File: config.mk
export PLATFORM = sky130hd
export DESIGN_NAME = serial_shift_alu
export DESIGN_NICKNAME = d
export VERILOG_FILES = /design/src/rtl/ssalu_pkg.sv /design/src/rtl/ssalu_addsub.sv /design/src/rtl/ssalu_logic.sv /design/src/rtl/ssalu_shifter.sv /design/src/rtl/serial_shift_alu.sv
export SDC_FILE = /design/constraint.sdc
export NUM_CORES = 1
export LEC_CHECK = 0
export ABC_AREA = 1
export ABC_CLOCK_PERIOD_IN_PS = 2200
export CORE_ASPECT_RATIO = 1.5
export CORE_MARGIN = 2
export CORE_UTILIZATION = 42
export CTS_CLUSTER_SIZE = 25
export DETAILED_ROUTE_END_ITERATION = 6
export PLACE_DENSITY = 0.65
export SLEW_MARGIN = 5
export SYNTH_ARGS = -nofsm -noshare
export SYNTH_HDL_FRONTEND = slang
export SYNTH_SLANG_ARGS = --single-unit
File: constraint.sdc
create_clock -name clk -period 2.2 [get_ports clk]
set_input_delay 0.44 -clock clk [delete_from_list [all_inputs] [get_ports clk]]
set_output_delay 0.44 -clock clk [all_outputs]
set_load 0.05 [all_outputs]
File: src/rtl/ssalu_pkg.sv
package ssalu_pkg;

    typedef enum logic [2:0] {
        F3_ADD  = 3'b000,
        F3_SLL  = 3'b001,
        F3_SLT  = 3'b010,
        F3_SLTU = 3'b011,
        F3_XOR  = 3'b100,
        F3_SRX  = 3'b101,
        F3_OR   = 3'b110,
        F3_AND  = 3'b111
    } op_sel_e;

    typedef enum logic {
        SH_IDLE = 1'b0,
        SH_RUN  = 1'b1
    } sh_state_e;

    typedef enum logic [1:0] {
        MV_LEFT  = 2'd0,
        MV_RZERO = 2'd1,
        MV_RSIGN = 2'd2
    } sh_mode_e;

endpackage

File: src/rtl/ssalu_addsub.sv
module ssalu_addsub #(
    parameter int XLEN = 32
) (
    input  logic [XLEN-1:0] a,
    input  logic [XLEN-1:0] b,
    input  logic            sub_en,
    output logic [XLEN-1:0] sum,
    output logic            lt_s,
    output logic            lt_u
);
    localparam int MSB = XLEN - 1;

    logic [XLEN:0]   diff_w;
    logic [XLEN-1:0] plus_w;

    // one widened adder: a + ~b + 1; top bit set means a < b unsigned
    always_comb begin
        diff_w = {1'b1, ~b} + {1'b0, a} + {{XLEN{1'b0}}, 1'b1};
        plus_w = a + b;
        lt_u   = diff_w[XLEN];
        lt_s   = (a[MSB] ^ b[MSB]) ? a[MSB] : diff_w[XLEN];
        sum    = sub_en ? diff_w[XLEN-1:0] : plus_w;
    end
endmodule

File: src/rtl/ssalu_logic.sv
module ssalu_logic #(
    parameter int XLEN = 32
) (
    input  logic [XLEN-1:0] a,
    input  logic [XLEN-1:0] b,
    input  logic [1:0]      sel,
    output logic [XLEN-1:0] y
);
    always_comb begin
        case (sel)
            2'b00:   y = a ^ b;
            2'b10:   y = a | b;
            2'b11:   y = a & b;
            default: y = '0;
        endcase
    end
endmodule

File: src/rtl/ssalu_shifter.sv
module ssalu_shifter
    import ssalu_pkg::*;
#(
    parameter int XLEN = 32,
    parameter int SHW  = $clog2(XLEN)
) (
    input  logic            clk,
    input  logic            rst,
    input  logic            start,
    input  sh_mode_e        mode_in,
    input  logic [SHW-1:0]  amt,
    input  logic [XLEN-1:0] din,
    output logic [XLEN-1:0] dout,
    output logic            busy
);
    localparam logic [SHW-1:0] CNT_ONE = SHW'(1);

    sh_state_e       state_q, state_d;
    logic [SHW-1:0]  cnt_q;
    logic [XLEN-1:0] sreg_q;
    sh_mode_e        mode_q;

    function automatic logic [XLEN-1:0] step1(input logic [XLEN-1:0] v, input sh_mode_e m);
        case (m)
            MV_LEFT:  step1 = {v[XLEN-2:0], 1'b0};
            MV_RZERO: step1 = {1'b0, v[XLEN-1:1]};
            MV_RSIGN: step1 = {v[XLEN-1], v[XLEN-1:1]};
            default:  step1 = v;
        endcase
    endfunction

    // next-state logic
    always_comb begin
        state_d = state_q;
        unique case (state_q)
            SH_IDLE: if (start && amt != '0)   state_d = SH_RUN;   // start
            SH_RUN:  if (cnt_q == CNT_ONE)     state_d = SH_IDLE;  // done
        endcase
    end

    // state register and datapath registers
    always_ff @(posedge clk) begin
        if (rst) begin
            state_q <= SH_IDLE;                                    // clear
            cnt_q   <= '0;
            sreg_q  <= '0;
            mode_q  <= MV_LEFT;
        end else begin
            state_q <= state_d;
            unique case (state_q)
                SH_IDLE: begin
                    if (start) begin
                        cnt_q  <= amt;
                        sreg_q <= din;
                        mode_q <= mode_in;
                    end
                end
                SH_RUN: begin
                    cnt_q  <= cnt_q - CNT_ONE;
                    sreg_q <= step1(sreg_q, mode_q);
                end
            endcase
        end
    end

    // outputs
    always_comb begin
        busy = (state_q == SH_RUN);
        dout = sreg_q;
    end
endmodule

File: src/rtl/serial_shift_alu.sv
module serial_shift_alu
    import ssalu_pkg::*;
#(
    parameter int XLEN = 32
) (
    input  logic            clk,
    input  logic            rst,
    input  logic            trig,
    input  logic [2:0]      funct3,
    input  logic            reg_form,
    input  logic            alt_bit,
    input  logic [XLEN-1:0] opa,
    input  logic [XLEN-1:0] opb,
    output logic [XLEN-1:0] result,
    output logic            busy
);
    localparam int SHW = $clog2(XLEN);

    op_sel_e         op;
    logic            is_shift;
    sh_mode_e        mode_sel;
    logic [XLEN-1:0] arith_y, logic_y, shift_y;
    logic            lt_s, lt_u;

    always_comb begin
        op       = op_sel_e'(funct3);
        is_shift = (op == F3_SLL) || (op == F3_SRX);
        if (op == F3_SLL)  mode_sel = MV_LEFT;
        else if (alt_bit)  mode_sel = MV_RSIGN;
        else               mode_sel = MV_RZERO;
    end

    ssalu_addsub #(.XLEN(XLEN)) addsub_i (
        .a      (opa),
        .b      (opb),
        .sub_en (reg_form & alt_bit),
        .sum    (arith_y),
        .lt_s   (lt_s),
        .lt_u   (lt_u)
    );

    ssalu_logic #(.XLEN(XLEN)) logic_i (
        .a   (opa),
        .b   (opb),
        .sel (funct3[1:0]),
        .y   (logic_y)
    );

    ssalu_shifter #(.XLEN(XLEN), .SHW(SHW)) shifter_i (
        .clk     (clk),
        .rst     (rst),
        .start   (trig & is_shift),
        .mode_in (mode_sel),
        .amt     (opb[SHW-1:0]),
        .din     (opa),
        .dout    (shift_y),
        .busy    (busy)
    );

    always_comb begin
        unique case (op)
            F3_ADD:          result = arith_y;
            F3_SLT:          result = {{(XLEN-1){1'b0}}, lt_s};
            F3_SLTU:         result = {{(XLEN-1){1'b0}}, lt_u};
            F3_XOR, F3_OR,
            F3_AND:          result = logic_y;
            F3_SLL, F3_SRX:  result = shift_y;
        endcase
    end
endmodule

# Word-level counts from Yosys, hierarchy flattened
# Index checks and enable logic that the tools add are counted.
# op_classes
add_sub_neg	4
eq_ne	16
muxes	14
bitwise_logic	8
reduce_logical	11
# op_table
operator	count
case mux 32 bit (3 select lines)	2
case mux 32 bit (5 select lines)	1
two-way mux 32 bit	2
case mux 32 bit (2 select lines)	1
adder 33 x 1 -> 33 bit (second input constant)	1
adder 33 x 32 -> 33 bit	1
adder 32 bit	1
bitwise AND 32 bit	1
NOT 32 bit	1
OR 32 bit	1
bitwise XOR 32 bit	1
equality test 3 bit (second input constant)	4
case mux 5 bit (2 select lines)	1
equality test 2 bit (second input constant)	3
equality test 3 x 2 -> 1 bit (second input constant)	2
equality test 5 x 1 -> 1 bit (second input constant)	1
two-way mux 5 bit	1
nonzero test 5 bit	1
subtractor 5 x 1 -> 5 bit (second input constant)	1
zero test 2 bit	2
two-way mux 2 bit	2
inequality test 4 bit (second input constant)	1
AND reduction 2 bit	2
equality test 3 x 1 -> 1 bit (second input constant)	1
other kinds (15)	18
# word_totals
reg_bits	40
in_bits	72
elab_cells	58

# Depth between registers and ports, before layout
# Gate-level depths: netlist of the first run.
# logic_depth
depth_word	6
depth_mapped	18
depth_no_buf	17

# By module
# From an unflattened synthesis of the first run, not the netlist that was laid out.
# unflattened
hier_cells	2048
hier_area_um2	11573.6
# by_module_without_submodules
mod	n_inst	cells_each	area_per_inst_um2
ssalu_addsub	1	1132	5565.3
ssalu_shifter	1	484	2730.1
ssalu_logic	1	275	2160.8
serial_shift_alu	1	157	1117.3

# Least setup slack after synthesis of the first run
# OpenSTA, ideal clock, no wires.
# synth_path
kind	input -> output
from	input funct3[1]
to	output result[5]
t_arrival_ns	2.832
t_required_ns	1.760
slack_ns	-1.072
stages	5
cell_sequence	buf_2 nor2_1 buf_2 a21oi_1 o311ai_0
# synth_between
elab_chain_cells	3
elab_cells_between_ends	15
cone_classes	eq/ne: 9; mux: 2; reduce/logical: 4
# synth_lines
element	line_no	source
from (decl)	serial_shift_alu.sv:9	input logic [2:0] funct3,
equality test 2 bit (tied with other cells)	ssalu_logic.sv:10	case (sel)
case mux 32 bit (3 select lines) (tied with other cells)	ssalu_logic.sv:10	
case mux 32 bit (5 select lines) (*)	serial_shift_alu.sv:61	unique case (op)
to (decl)	serial_shift_alu.sv:14	output logic [XLEN-1:0] result,
# Mark *: on every way between the ends. The rest lies on a longest branch, timed or not.

# Worst setup path after layout of the first run
# layout_path
from	input opa[5]
to	output result[12]
# layout_between
elab_chain_cells	4
elab_cells_between_ends	5
cone_classes	add/sub: 3; mux: 2
# layout_lines
element	line_no	source
from (decl)	serial_shift_alu.sv:12	input logic [XLEN-1:0] opa,
adder 33 x 32 -> 33 bit	ssalu_addsub.sv:18	diff_w = {1'b1, ~b} + {1'b0, a} + {{XLEN{1'b0}}, 1'b1};
adder 33 x 1 -> 33 bit	ssalu_addsub.sv:18	
two-way mux 32 bit (*)	ssalu_addsub.sv:22	sum = sub_en ? diff_w[XLEN-1:0] : plus_w;
case mux 32 bit (5 select lines) (*)	serial_shift_alu.sv:61	
# Marked as above.

==> results of run 1 <==
[critical path: stages]
cell     delay (ns)
buf_6          0.09
buf_4          0.13
ha_2           0.19
buf_4          0.14
a21oi_2        0.18
nor2_1         0.09
nor2_2         0.17
nand2_4        0.09
nand2_4        0.07
nand2_4        0.07
o21ai_4        0.18
xor2_1         0.19
nand2_1        0.11
nand2_4        0.09
buf_12         0.13
[final timing paths]
kind         cells past startpoint             endpoint
max                             15           result[12]
min                              3   shifter_i.cnt_q[0]
max reg2reg                      7   shifter_i.dout[28]
min reg2reg                      2  shifter_i.mode_q[1]
[metal layers]
| layer | vias up | track usage [%] |
|---|---|---|
| met2 | 879 | 68.9 |
| met3 | 275 | 4.80 |
| met4 | 0 | 20.4 |
| met1 | 6169 | 46.7 |
| li1 | 5759 | - |
| met5 | - | 0 |
[kinds of logic after synthesis]
group,share of synthesized area [%]
xor+xnor,1.54
buf+inv,16.3
simple gates,34.5
flops,9.38
fa+ha+maj,15.3
compound gates,23.1
[power by group through the flow]
stage	Clock (mW)	Combinational [mW]	Sequential, mW
floorplan	0	1.96	0.856
global placement	0	3.43	0.878
detailed placement	0	3.45	0.878
CTS	0.868	4.14	0.862
global route	0.895	5.01	0.874
finish	0.873	4.79	0.871
[area by class of cell]
type	instances	area, sq um
Fill cell	1284	3470
Multi-Input combinational cell	1188	9520
Clock inverter	3	23.8
Clock buffer	5	125
Timing Repair Buffer	457	4480
Sequential cell	40	801
Tap cell	260	325
Inverter	258	1120
[what timing repair did]
action / CTS / global route
setup endpoints to repair: 32 / 32
gates cloned: 1 / 0
pin swaps: 248 / 253
endpoints found under the hold margin: 0 / 0
setup buffers: 78 / 31
gates resized for setup: 744 / 340
[metrics by stage]
stage	util, %	setup TNS [ns]	hold WS, ns	setup slack (ns)	power [mW]
6_report	82.5	-15.53	0.408	-0.614	6.54
2_1_floorplan	-	-1.02	0.460	-0.109	2.82
5_1_grt	82.5	-17.41	0.413	-0.683	6.78
4_1_cts	76.1	-15.90	0.457	-0.649	5.87
3_5_place_dp	64.4	-37.20	0.478	-1.17	4.33
3_3_place_gp	64.4	-36.19	0.473	-1.17	4.31
[cells in the final DEF (no fill, tap or decap), types with 40 or more instances in the layout]
cell / n
buf_4: 283
nand2_1: 268
nand2_2: 155
inv_1: 113
inv_2: 101
o21ai_0: 96
nand2_4: 94
buf_6: 86
a21oi_1: 68
buf_12: 53
nor2_4: 51
ha_4: 42
dfxtp_1: 40
[state kept, by name, indices dropped and copies added (netlist names)]
name              count
shifter_i.busy        1
shifter_i.cnt_q       5
shifter_i.dout       32
shifter_i.mode_q      2
==> summary.md, run 1 <==
| Metric | Value |
|---|---|
| Detailed-route wire length on metal 1 | 16.9 mm |
| Initial Util | 43.0% |
| DR vias | 13100 |
| H-tree levels | 2 |
| IO Port Bufs | 104 |
| Die Wd | 120 um |
| Setup WS post-layout | -0.614 ns |
| Relative contribution of combinational cells to total power | 73.3% |
| Number of antenna violations at the first check in global routing | 0 |
| TritonCTS buffer count | 5 |
| Fraction of power consumed by the clock network | 13.3% |
| Detailed-route DRC error count | 0 |
| Area contributors post-synth | nand2_1, ha_1, inv_1 |
| Measured slew at the worst slew-check pin | 0.566 ns |
| Most common library cells after synthesis | nand2_1, inv_1, o21ai_0 |
| Largest net degree at the start of global routing | 45 |
| Cell Rows | 63 |
| Maximum operating frequency | 0.355 GHz |
| Reported leakage power | 7.73 nW |
| Net switching power figure | 3.26 mW |
| Met3 wire length | 4.31 mm |
| Final antenna-violating net count | 0 |
| GRT Total Usage | 39.3% |
| DIE AREA | 0.0215 sq mm |
| Later-pin clock latency in the skew report | 0.32 ns |
| Routed wire length | 47.5 mm |
| Sinks on the clock net | 40 |
| Number of standard cells after synthesis | 1559 |
| Failing checks | negative setup slack |
| RSZ-0062 raised after global routing | yes |
| Number of warning messages in the yosys log | 0 |
| Final Cycle Share | 128% |
| Final HPWL DP | 30.5 mm |
| Vertical die dimension | 179 um |
| Async SR Flop Fraction | 0% |
| Part of the Yosys area used for sequential elements | 9.38% |
| Layout overhead on the synthesized area | 92.0% |
| Proportion of total power due to net switching | 49.8% |
| Most common cell in the netlist | nand2_1 |
| Unique masters post-synth | 44 |
| Proportion of netlist area held by the largest area contributor | 22.9% |
| Routed length per instance | 21.5 um |
| Number of synthesized register bits | 40 |
| Data required time of the critical path | 1.76 ns |
| Final std cells w/o fill | 2211 |
| Tmin final | 2.81 ns |
| Via count of the first global-routing pass | 12500 |
| Outcome | complete, but fails checks |
| Number of antenna cells inserted | 0 |
| Pint | 3.28 mW |
| Total count of hold-check failures in the final report | 0 |
| Worst-case clock buffer depth | 2 |
| Worst reg2reg path startpoint | shifter_i.mode_q[0] |
| Clock root buffer | clkbuf_16 |
| RD Place Congestion | 0.999 |
| Number of enable flip-flop cells after synthesis | 0 |
| Fraction of layout cells with a size suffix above 1 | 58.6% |
| Final Slew Violations | 0 |
| Hold-fix buffers at CTS | 0 |
| Cell accounting for the most synthesized area | nand2_1 |
| Critical path capture point type | output pin |
| DRT Pass-1 Iters | 6 |
| Number of nets in the final layout | 2125 |
| Placed Cells | 2100 |
| Worst-path maximum fanout | 3 |
| Average cell area after synthesis | 5.48 sq um |
| Maximum capacitance violations | 0 |
| Hold Path Origin | opb[0] |
| # IOs | 105 |
| Maximum resistive drop on vdd | 0.313 mV |
| Proportion of power drawn by flip-flops and latches | 13.3% |
| Critical Path Start Type | primary input |
| CTS tree | done |
| Initial detailed-routing violation count | 1345 |
| Routed wl met2 | 22.8 mm |
| Final standard cell area without fillers | 0.0164 sq mm |
| Class of the most critical hold timing path | in2reg |
| Synth Cell Area | 0.00854 sq mm |
| Flop2flop setup slack | 0.30 ns |
| Detail-routed via count per cell | 5.92 |
| Syn Nets | 1734 |
| Post-route clock skew | 0.00803 ns |
| Wire length of the first global-routing pass | 65.0 mm |
| Uppermost signal routing layer after detailed routing | met4 |
| Clock-pin slew of the registers on the worst-case setup and hold paths | 0.08 ns |
| Power Dens Cells | 399 mW/mm^2 |
| Floorplan Core Area | 0.0199 sq mm |
| Total gr overflow | 0 |
| Endpoints failing setup | 31 |
| Critical path launch point | opa[5] |
| Top flip-flop cell by instance count after synthesis | dfxtp_1 |
| Worst slew margin relative to its limit | 62.3% |
| Arrival time of the worst setup path | 2.37 ns |
| Cell area after placement | 0.0128 sq mm |
| Critical path class | in2out |
No activity file was read; power rests on OpenSTA's default activity.
==> inputs of run 2 (changes only) <==
Settings changed: CORE_UTILIZATION 42 to 45, PLACE_DENSITY 0.65 to 0.69.
==> run 2 against run 1 <==
  * The run now fails in global routing
  * Synthesized area did not move
  * Synthesized cell count stayed put
==> summary.md, run 2 <==
| Metric | Value |
|---|---|
| Last worst endpoint in the global-route repair_timing | result[20] |
| IO Port Bufs | 104 (unchanged) |
| Number of standard cells after synthesis | 1559 (unchanged) |
| Most common cell in the netlist | nand2_1 |
| Proportion of netlist area held by the largest area contributor | 22.9% (unchanged) |
| Initial Util | 46.0% (+3.1 points) |
| Number of warning messages in the yosys log | 0 (unchanged) |
| Kind of pin the worst path terminates on | output port |
| Cell accounting for the most synthesized area | nand2_1 |
| Largest net degree at the start of global routing | 47 |
| Clock root buffer | clkbuf_16 |
| Stage where the run ended | global routing |
| GRT Total Usage | 68.0% |
| Outcome | aborted with a tool error |
| Cell Rows | 61 (-3.2%) |
| Sinks on the clock net | 40 (unchanged) |
| Final HPWL DP | 30.4 mm (-0.36%) |
| Tool error | [ERROR GRT-0232] Routing congestion too high. Check the congestion heatmap in the GUI. |
| Area contributors post-synth | nand2_1, ha_1, inv_1 |
| Total gr overflow | 147 |
| Top flip-flop cell by instance count after synthesis | dfxtp_1 |
| Number of synthesized register bits | 40 (unchanged) |
| Die Wd | 116 um (-3.3%) |
| Hold-fix buffers at CTS | 0 (unchanged) |
| Part of the Yosys area used for sequential elements | 9.38% (unchanged) |
| Syn Nets | 1734 (unchanged) |
| Worst-case clock buffer depth | 2 (unchanged) |
| Most common library cells after synthesis | nand2_1, inv_1, o21ai_0 |
| Synth Cell Area | 0.00854 sq mm (unchanged) |
| TritonCTS buffer count | 5 (unchanged) |
| Average cell area after synthesis | 5.48 sq um (unchanged) |
| RD Place Congestion | 1.04 (+4.4%) |
| Cell area after placement | 0.0129 sq mm (+0.63%) |
| H-tree levels | 2 (unchanged) |
| Number of enable flip-flop cells after synthesis | 0 (unchanged) |
| Unique masters post-synth | 44 (unchanged) |
| Async SR Flop Fraction | 0% (unchanged) |
| Vertical die dimension | 173 um (-3.3%) |
| # IOs | 105 (unchanged) |
run 2: cell counts after synthesis:
Identical to the previous run, type by type.
run 2: routing by layer:
metal  GRT overflow  global-route usage [%]
met5              0                    10.5
met3              1                    44.6
met2             96                    88.2
met1              3                    70.3
met4             47                    65.3
run 2: logic make-up after synthesis:
logic type	count (synthesis)	share of synthesized area [%]
adders and majority gates	103	15.3
DFF	40	9.38
buffers and inverters	331	16.3
and+or+nand+nor	731	34.5
xor gates and xnor gates	15	1.54
AOI/OAI and AO/OA	339	23.1
run 2: repair_timing:
action                                  4_1_cts
gates resized for setup                     838
endpoints found under the setup margin       32
cloned                                        5
setup buffers                                71
pin swaps                                   267
run 2: stage by stage:
step	utilization [%]	setup slack, ns	instances	setup TNS [ns]	hold slack [ns]
2_1_floorplan	-	-0.109	1559	-1.02	0.460
3_3_place_gp	69.5	-1.12	2114	-35.27	0.473
3_5_place_dp	69.5	-1.14	2114	-37.31	0.485
4_1_cts	83.2	-0.498	2196	-11.54	0.427
==> inputs of run 3 (changes only) <==
Settings changed: ABC_CLOCK_PERIOD_IN_PS 2200 to 2860, CORE_ASPECT_RATIO 1.5 to not set, CORE_UTILIZATION 45 to 30, CTS_CLUSTER_SIZE 25 to not set, PLACE_DENSITY 0.69 to not set, PLACE_DENSITY_LB_ADDON set to 0.15.
Clock period 2.2 ns to 2.86 ns, I/O delays scaled along.
==> run 3 against run 2 <==
  * The flow now finishes, with violations (design-rule violations, negative setup slack)
==> summary.md, run 3 (synthesis gave the netlist of run 1 again) <==
| Metric | Value |
|---|---|
| Fraction of layout cells with a size suffix above 1 | 53.0% |
| Critical path capture point type | output pin |
| Wire length of the first global-routing pass | 64.0 mm |
| Most used routing layer | met2 |
| Hold-fix buffers at CTS | 0 (unchanged) |
| Failing checks | design-rule violations, negative setup slack |
| Detail-routed via count per cell | 5.13 |
| Post-route setup TNS | -3.31 ns |
| Maximum operating frequency | 0.324 GHz |
| Final antenna-violating net count | 0 |
| Final Slew Violations | 0 |
| Met3 capacity usage during global routing | 2.75% |
| Maximum resistive drop on vdd | 0.246 mV |
| Clock root buffer | clkbuf_16 |
| Placed Cells | 2256 (+6.7%) |
| Vertical die dimension | 173 um (unchanged) |
| Critical Path Start Type | primary input |
| Initial Util | 30.6% (-15 points) |
| Most frequent standard cell in the layout excluding fill and tap cells | nand2_1 |
| Measured slew at the worst slew-check pin | 0.529 ns |
| Number of antenna cells inserted | 0 |
| Worst slew margin relative to its limit | 64.7% |
| Floorplan Core Area | 0.0279 sq mm |
| Maximum capacitance violations | 0 |
| M2 GR Usage | 44.7% |
| Power Dens Cells | 305 mW/mm^2 |
| Worst hold-check slack | 0.485 ns |
| Final HPWL DP | 32.7 mm (+7.5%) |
| IO Port Bufs | 104 (unchanged) |
| TritonCTS buffer count | 5 (unchanged) |
| Class of the most critical hold timing path | reg2reg |
| Number of antenna violations at the first check in global routing | 0 |
| Final Cycle Share | 108% |
| DRT Pass-1 Iters | 7 |
| M1 GR Usage | 38.5% |
| CTS tree | done |
| Largest net degree at the start of global routing | 42 |
| Worst-case clock buffer depth | 2 (unchanged) |
| Number of nets in the final layout | 2115 |
| Final std cells w/o fill | 2319 |
| Worst-path maximum fanout | 4 |
| Outcome | complete, but fails checks |
| Post-layout power | 4.74 mW |
| H-tree levels | 2 (unchanged) |
| DIE AREA | 0.0298 sq mm |
| Data required time of the critical path | 2.29 ns |
| # IOs | 105 (unchanged) |
| Critical path class | in2out |
| Arrival time of the worst setup path | 2.51 ns |
| Setup WS post-layout | -0.223 ns |
| Total count of hold-check failures in the final report | 0 |
| Total gr overflow | 0 |
| Later-pin clock latency in the skew report | 0.31 ns |
| Clock-pin slew of the registers on the worst-case setup and hold paths | 0.07 ns |
| Sinks on the clock net | 40 (unchanged) |
| Via count of the first global-routing pass | 11400 |
| Post-route clock skew | 0.00997 ns |
| Layout overhead on the synthesized area | 81.8% |
| Endpoints failing setup | 25 |
| Tmin final | 3.08 ns |
| RSZ-0062 raised after global routing | yes |
| Reported leakage power | 7.43 nW |
| Cell Rows | 61 (unchanged) |
| Detailed-route DRC error count | 2 |
| Die Wd | 173 um (+48%) |
| Max FFs per register | 32 |
| Commonest non-fill, non-tap cells in the layout | nand2_1, buf_4, nand2_2 |
| Initial detailed-routing violation count | 908 |
| Placement Setup Slack | -0.940 ns (+0.205 ns) |
| RD Place Congestion | 0.950 (-9.0%) |
| Routed length per instance | 18.6 um |
| GRT Total Usage | 27.4% |
| DR vias | 11900 |
| Routed wire length | 43.0 mm |
## run 3: final timing paths
| path | start | endpoint | slack [ns] | depth (start not counted) |
|---|---|---|---|---|
| worst min-delay path | shifter_i.mode_q[1] | shifter_i.mode_q[1] | 0.48 | 2 |
| worst max register to register | shifter_i.mode_q[0] | shifter_i.dout[21] | 1.05 | 8 |
| worst min register to register | shifter_i.mode_q[1] | shifter_i.mode_q[1] | 0.48 | 2 |
| worst max-delay path | opb[0] | result[14] | -0.22 | 13 |
## run 3: stage by stage
stage,instance area (sq um),util (%)
6_report,15500,55.6
4_1_cts,14600,52.4
3_5_place_dp,12200,43.8
2_1_floorplan,8550,-
3_3_place_gp,12200,43.8
5_1_grt,15500,55.6
## run 3: power breakdown
| part | switching, mW | leakage (nW) | internal, mW | total, mW |
|---|---|---|---|---|
| Combinational | 1.88 | 7.02 | 1.46 | 3.34 |
| Clock | 0.316 | 0.0798 | 0.413 | 0.728 |
| Sequential | 0.0612 | 0.329 | 0.608 | 0.669 |
| Total | 2.26 | 7.43 | 2.48 | 4.74 |
## run 3: repair_timing
action / in CTS / in global routing
setup endpoints to repair: 32 / 31
pin swaps: 185 / 120
cloned: 0 / 1
gates resized for setup: 885 / 217
setup buffers: 37 / 20
## run 3: layer usage
layer / share of wire, % / vias to the layer above / routed length [um]
met4: 2.3 / 0 / 988
met3: 6.8 / 65 / 2940
li1: - / 5745 / -
met5: 0 / - / 0
met2: 46 / 427 / 19700
met1: 45 / 5652 / 19400
## run 3: final cells by class
type	instances	area [sq um]
Fill cell	2661	12400
Multi-Input combinational cell	1188	8840
Timing Repair Buffer	447	4220
Inverter	258	1020
Sequential cell	40	801
Tap cell	378	473
Clock buffer	5	125
Clock inverter	3	42.5
## run 3: worst max-delay path: stages
cell	delay (ns)
buf_8	0.11
ha_4	0.16
fa_2	0.44
buf_6	0.15
nor3b_4	0.14
o21bai_1	0.17
nand2_2	0.14
nand2_2	0.10
o21ai_2	0.05
xor2_1	0.13
nand2_1	0.08
nand2_2	0.11
buf_12	0.14
